**src/rtl/pario_pkg.sv**
```systemverilog
package pario_pkg;
    localparam int PORT_W  = 8;
    localparam int HALF_W  = PORT_W / 2;
    localparam int SEL_W   = 2;
    localparam int IDX_W   = $clog2(PORT_W);
    localparam logic [PORT_W-1:0] CFG_RESET = 8'h9B;

    typedef enum logic [SEL_W-1:0] {
        SEL_A   = 2'd0,
        SEL_B   = 2'd1,
        SEL_C   = 2'd2,
        SEL_CTL = 2'd3
    } sel_e;

    typedef struct packed {
        logic [PORT_W-1:0] cfg;
        logic [PORT_W-1:0] la;
        logic [PORT_W-1:0] lb;
        logic [PORT_W-1:0] lc;
    } pario_state_t;
endpackage

```
**src/rtl/pario_cmd_decode.sv**
```systemverilog
module pario_cmd_decode
    import pario_pkg::*;
(
    input  logic              wr_en,
    input  logic [SEL_W-1:0]  sel,
    input  logic [PORT_W-1:0] din,
    output logic              cfg_wr,
    output logic              bit_wr,
    output logic [2:0]        port_wr,
    output logic [IDX_W-1:0]  bit_idx,
    output logic              bit_val
);
    logic ctl_hit;

    always_comb begin
        ctl_hit = wr_en && (sel == SEL_CTL);
        cfg_wr  = ctl_hit && din[PORT_W-1];
        bit_wr  = ctl_hit && !din[PORT_W-1];
        bit_idx = din[IDX_W:1];
        bit_val = din[0];
        port_wr = '0;
        if (wr_en) begin
            unique case (sel)
                SEL_A:   port_wr[0] = 1'b1;
                SEL_B:   port_wr[1] = 1'b1;
                SEL_C:   port_wr[2] = 1'b1;
                default: port_wr    = '0;
            endcase
        end
    end
endmodule

```
**src/rtl/pario_cfg_map.sv**
```systemverilog
module pario_cfg_map
    import pario_pkg::*;
(
    input  logic [PORT_W-1:0] cfg,
    output logic [PORT_W-1:0] a_oe,
    output logic [PORT_W-1:0] b_oe,
    output logic [PORT_W-1:0] c_oe,
    output logic [1:0]        a_mode,
    output logic              b_mode
);
    // direction bit of each port C half: index 0 low, 1 high
    logic [1:0] c_dir;
    assign c_dir = {cfg[3], cfg[0]};

    assign a_oe   = {PORT_W{~cfg[4]}};
    assign b_oe   = {PORT_W{~cfg[1]}};
    assign a_mode = cfg[6:5];
    assign b_mode = cfg[2];

    for (genvar h = 0; h < 2; h++) begin : g_half
        assign c_oe[h*HALF_W +: HALF_W] = {HALF_W{~c_dir[h]}};
    end
endmodule

```
**src/rtl/pario_rd_mux.sv**
```systemverilog
module pario_rd_mux
    import pario_pkg::*;
(
    input  logic              rd_en,
    input  logic [SEL_W-1:0]  sel,
    input  logic [PORT_W-1:0] cfg,
    input  logic [PORT_W-1:0] la,
    input  logic [PORT_W-1:0] lb,
    input  logic [PORT_W-1:0] lc,
    input  logic [PORT_W-1:0] a_oe,
    input  logic [PORT_W-1:0] b_oe,
    input  logic [PORT_W-1:0] c_oe,
    input  logic [PORT_W-1:0] pa_in,
    input  logic [PORT_W-1:0] pb_in,
    input  logic [PORT_W-1:0] pc_in,
    output logic [PORT_W-1:0] dout
);
    logic [PORT_W-1:0] va, vb, vc;

    for (genvar i = 0; i < PORT_W; i++) begin : g_line
        assign va[i] = a_oe[i] ? la[i] : pa_in[i];
        assign vb[i] = b_oe[i] ? lb[i] : pb_in[i];
        assign vc[i] = c_oe[i] ? lc[i] : pc_in[i];
    end

    always_comb begin
        dout = '0;
        if (rd_en) begin
            unique case (sel)
                SEL_A:   dout = va;
                SEL_B:   dout = vb;
                SEL_C:   dout = vc;
                default: dout = cfg;
            endcase
        end
    end
endmodule

```
**src/rtl/pario_ctrl.sv**
```systemverilog
module pario_ctrl
    import pario_pkg::*;
(
    input  logic              clk,
    input  logic              rst_n,
    input  logic              cs_n,
    input  logic              rd_n,
    input  logic              wr_n,
    input  logic [SEL_W-1:0]  sel,
    input  logic [PORT_W-1:0] din,
    output logic [PORT_W-1:0] dout,
    input  logic [PORT_W-1:0] pa_in,
    output logic [PORT_W-1:0] pa_out,
    output logic [PORT_W-1:0] pa_oe,
    input  logic [PORT_W-1:0] pb_in,
    output logic [PORT_W-1:0] pb_out,
    output logic [PORT_W-1:0] pb_oe,
    input  logic [PORT_W-1:0] pc_in,
    output logic [PORT_W-1:0] pc_out,
    output logic [PORT_W-1:0] pc_oe,
    output logic [1:0]        grpa_mode,
    output logic              grpb_mode
);
    pario_state_t st_q, st_d;

    logic             wr_en, rd_en;
    logic             cfg_wr, bit_wr, bit_val;
    logic [2:0]       port_wr;
    logic [IDX_W-1:0] bit_idx;

    assign wr_en = !cs_n && !wr_n;
    assign rd_en = !cs_n && !rd_n;

    pario_cmd_decode u_dec (
        .wr_en   (wr_en),
        .sel     (sel),
        .din     (din),
        .cfg_wr  (cfg_wr),
        .bit_wr  (bit_wr),
        .port_wr (port_wr),
        .bit_idx (bit_idx),
        .bit_val (bit_val)
    );

    pario_cfg_map u_map (
        .cfg    (st_q.cfg),
        .a_oe   (pa_oe),
        .b_oe   (pb_oe),
        .c_oe   (pc_oe),
        .a_mode (grpa_mode),
        .b_mode (grpb_mode)
    );

    pario_rd_mux u_rd (
        .rd_en (rd_en),
        .sel   (sel),
        .cfg   (st_q.cfg),
        .la    (st_q.la),
        .lb    (st_q.lb),
        .lc    (st_q.lc),
        .a_oe  (pa_oe),
        .b_oe  (pb_oe),
        .c_oe  (pc_oe),
        .pa_in (pa_in),
        .pb_in (pb_in),
        .pc_in (pc_in),
        .dout  (dout)
    );

    always_comb begin
        st_d = st_q;
        if (cfg_wr) begin
            st_d.cfg = din;
            st_d.la  = '0;
            st_d.lb  = '0;
            st_d.lc  = '0;
        end else if (bit_wr) begin
            st_d.lc[bit_idx] = bit_val;
        end else begin
            if (port_wr[0]) st_d.la = din;
            if (port_wr[1]) st_d.lb = din;
            if (port_wr[2]) st_d.lc = din;
        end
    end

    always_ff @(posedge clk or negedge rst_n) begin
        if (!rst_n) begin
            st_q.cfg <= CFG_RESET;
            st_q.la  <= '0;
            st_q.lb  <= '0;
            st_q.lc  <= '0;
        end else begin
            st_q <= st_d;
        end
    end

    assign pa_out = st_q.la;
    assign pb_out = st_q.lb;
    assign pc_out = st_q.lc;


    cfg_clears_latch_chk: assert property (@(posedge clk) disable iff (!rst_n)
        (!cs_n && !wr_n && sel == 2'd3 && din[7]) |=>
            (pa_out == '0 && pb_out == '0 && pc_out == '0));


    bit_op_keeps_cfg_chk: assert property (@(posedge clk) disable iff (!rst_n)
        (!cs_n && !wr_n && sel == 2'd3 && !din[7]) |=>
            ($stable(pa_oe) && $stable(pb_oe) && $stable(pc_oe) &&
             $stable(grpa_mode) && $stable(grpb_mode) && $stable(pa_out) && $stable(pb_out)));


    bit_op_value_chk: assert property (@(posedge clk) disable iff (!rst_n)
        (!cs_n && !wr_n && sel == 2'd3 && !din[7]) |=>
            (pc_out[$past(din[3:1])] == $past(din[0])));


    port_a_load_chk: assert property (@(posedge clk) disable iff (!rst_n)
        (!cs_n && !wr_n && sel == 2'd0) |=> (pa_out == $past(din)));


    deselect_hold_chk: assert property (@(posedge clk) disable iff (!rst_n)
        cs_n |=> ($stable(pa_out) && $stable(pb_out) && $stable(pc_out) &&
                  $stable(pa_oe) && $stable(pb_oe) && $stable(pc_oe) && $stable(grpa_mode)));


    idle_bus_zero_chk: assert property (@(posedge clk) disable iff (!rst_n)
        (cs_n || rd_n) |-> (dout == '0));
endmodule

```
**config.mk**
```make
export PLATFORM = sky130hd
export DESIGN_NAME = pario_ctrl
export DESIGN_NICKNAME = d
export VERILOG_FILES = /design/src/rtl/pario_pkg.sv /design/src/rtl/pario_cmd_decode.sv /design/src/rtl/pario_cfg_map.sv /design/src/rtl/pario_rd_mux.sv /design/src/rtl/pario_ctrl.sv
export SDC_FILE = /design/constraint.sdc
export NUM_CORES = 1
export LEC_CHECK = 0
export ABC_CLOCK_PERIOD_IN_PS = 2300
export BUFFER_PORTS_ARGS = -buffer_cell sky130_fd_sc_hd__buf_4
export CAP_MARGIN = 20
export CORE_MARGIN = 1.5
export CORE_UTILIZATION = 49
export DETAILED_ROUTE_END_ITERATION = 6
export PLACE_DENSITY = 0.81
export SKIP_CTS_REPAIR_TIMING = 1
export SLEW_MARGIN = 20
export SYNTH_ARGS = -nofsm -noshare
export SYNTH_HDL_FRONTEND = slang
export SYNTH_SLANG_ARGS = --single-unit
```
**constraint.sdc**
```tcl
create_clock -name clk -period 2.3 [get_ports clk]
set_clock_uncertainty 0.1 [all_clocks]
set_input_delay 0.46 -clock clk [delete_from_list [all_inputs] [get_ports clk]]
set_output_delay 0.46 -clock clk [all_outputs]
set_load 0.03 [all_outputs]
```
==> impl_results.md <==
* Syn Nets at about 310
* Worst EP arrival at roughly 1.8 ns
* Sequential area share after synthesis at 33.8%
* Post-Route WL at slightly above 6000 µm
* Met2 usage at between 30% and 40%
* Async SR Flop Fraction at 100%
* Worst VDD drop at between 0.4 and 0.5 mV
* DP HPWL at roughly 4600 µm
* Vias per inst at roughly 5.6
* Top_reg_cell synth: dfrtp_1
* Required time of the critical path at about 1.7 ns
* Max_cap viols at 0
* Clock Latency Late Sink at 0.29 ns
* Power Dens Cells at 895 nW/µm²
* Placed Cells at around 370
* Post-route setup TNS at -0.285 ns
* Clock-pin slew on the worst setup and hold paths at 0.07 ns
* Final WS setup at -0.0614 ns
* Final std cells w/o fill at 381
* Post-synth EDFFs at 0
* Hold Fails Final Rpt at 0
* Num CTS Buffers at 5
* Tcrit/Tclk final at 103%
* Starting Density at between 50% and 60%
* Leakage power at 1.44 nW
* Clock buffer depth at 2
* Commonest non-fill, non-tap cell in the layout: buf_4
* Core area at around 4700 µm²
* Worst-case reg-to-reg path depth at 2
* Max-slew headroom at a little under three quarters
* # setup viols final at 7
* DRC at 0
* RSZ-0062 raised after global routing: true
* DR pass1 iterations at 4
* GPL Wtd Cong at approximately 0.85
* GRT busiest layer: met2
* Post-layout min period at 2.36 ns
* # port buffers at 97
* Worst Setup End Kind: primary output
* H-tree depth at 2
* Hold slack at around 0.0026 ns
* Fmax achieved at 0.423 GHz
* Outcome: finished, violations left
* R2R Path End: st_q[25]
* Met3 usage at under 10%
* Reg2reg start: st_q[25]
* CTS tree: done
* Row count at 25
* Die Y at 72.8 µm
* R2R Setup Slk at around 1.1 ns
* Detail Route Antenna Nets at 0
* Detailed router's first-iteration violation count at about 180
* Worst hold path type: input pin to async pin
* Die area at about 5300 µm²
* M1 GR Usage at between 30% and 40%
* GRT overflow at 0
* Die Wd at approximately 73 µm
* Setup CP Type: register to primary output
* Most frequent cells in the layout: buf_4, nand2_1, dfrtp_1
* Post-synthesis cell type count at 36
* Area Overhead vs Synth at 26.0%
* Final net count at 365
* Synthesized netlist cell count at around 280
* Largest net degree at the start of global routing at 33
* Seq cells post-synth at 32
* Antenna fix cells at 0
* Critical Path Start Type: register
* Number of global-route vias before repair at ~2,000
* Max Slew Vio Count at 0
* Failing checks: negative setup slack
* Drt wl/cell at about 16 µm
* DR vias at approximately 2,100
* Root buf cell: clkbuf_8
* CP max FO at 7
* Avg Cell Area, Syn at 8.68 µm²
* IO Pins at 98
* CTS Sinks at 32
* Slew @ Worst Pin at roughly 0.43 ns
* Total track usage at between 20% and 30%
* Layout cells sized above 1 at approximately 44%
* Netlist Area Pre-Place at around 2400 µm²
* First-pass GRT wire length at roughly 9700 µm
* YS warnings at 0
* Initial antenna violation count at 0
==> per-layer routing <==
metal / wire length [µm] / vias up
met1: 2510 / 1020
li1: - / 994
met5: 0 / -
met4: 193 / 0
met2: 3010 / 109
met3: 508 / 17
==> cell families (layout without fill, tap and decap cells) <==
family          count (synthesis)  count (layout)  synth area share (%)
mux                            31              31                  15.3
compound gates                 55              55                  13.4
flops                          32              32                  33.8
simple gates                   81              81                  17.3
buf+inv                        76             128                  20.2
==> Yosys cell counts, types with 2 or more instances <==
| cell type | instances | area share, % |
|---|---|---|
| buf_4 | 46 | 14 |
| nand2_1 | 38 | 6.0 |
| dfrtp_1 | 27 | 28 |
| mux2i_1 | 24 | 10 |
| o21ai_0 | 21 | 4.4 |
| a21oi_1 | 19 | 4.0 |
| inv_1 | 12 | 1.9 |
| nor2_1 | 10 | 1.6 |
| buf_2 | 8 | 1.7 |
| clkbuf_1 | 7 | 1.1 |
| nor2_2 | 6 | 1.6 |
| dfstp_2 | 5 | 5.5 |
| nand2b_1 | 5 | 1.3 |
| mux4_2 | 4 | 3.8 |
| nand3_1 | 4 | 0.84 |
| and3b_1 | 3 | 1.1 |
| mux2_2 | 3 | 1.4 |
| nor2b_1 | 3 | 0.79 |
| nor3_1 | 3 | 0.63 |
| o31ai_1 | 3 | 0.94 |
| a211o_1 | 2 | 0.73 |
| a211oi_1 | 2 | 0.63 |
| and3_1 | 2 | 0.52 |
| buf_6 | 2 | 0.94 |
| nor3b_1 | 2 | 0.63 |
| o221ai_1 | 2 | 0.73 |
| o311ai_0 | 2 | 0.73 |
| or2_2 | 2 | 0.52 |
==> critical path, stage by stage, from the launching register on <==
cell	delay (ns)
dfstp_4	0.69
mux2i_1	0.08
mux4_2	0.48
nor2_4	0.11
buf_6	0.14
==> worst max path at each step <==
stage	from	end	slack (ns)	cells after the start
2_1_floorplan	st_q[25]	dout[1]	0.01	5
3_3_place_gp	st_q[28]	dout[6]	0.18	4
3_5_place_dp	st_q[28]	dout[6]	0.17	4
4_1_cts	st_q[28]	dout[6]	-0.16	4
5_1_grt	st_q[25]	dout[1]	-0.14	5
6_report	st_q[28]	dout[6]	-0.06	4
==> layout make-up <==
cell class              instances  area, µm²
clock buffers                   7       96.3
multi-input cells             167       1130
clock inverters                 1       30.0
fillers                       401       1690
inverters                      12       45.0
repair buffers                108        826
flip-flops and latches         32        811
well taps                      54       67.6
==> state kept, by name (all words and copies together), names as in the netlist <==
signal and cells:
pc_out 8, st_q 8, pb_out 8, pa_out 8
==> report_power, final <==
group | switching, mW | leakage (nW) | internal, mW
clock | 0.208 | 0.0645 | 0.382
sequential | 0.132 | 0.392 | 0.696
combinational | 0.752 | 0.988 | 0.521
==> per-stage QoR <==
stage               utilization (%)  area, µm²  worst slack [ns]  power (mW)
floorplan                         -       2390            0.0118        1.81
global placement               59.4       2790             0.180        2.02
detailed placement             59.4       2790             0.172        2.05
CTS                            62.1       2920            -0.157        2.65
global route                   64.1       3010            -0.138        2.82
finish                         64.1       3010           -0.0614        2.69
No activity file was read; power rests on OpenSTA's default activity.
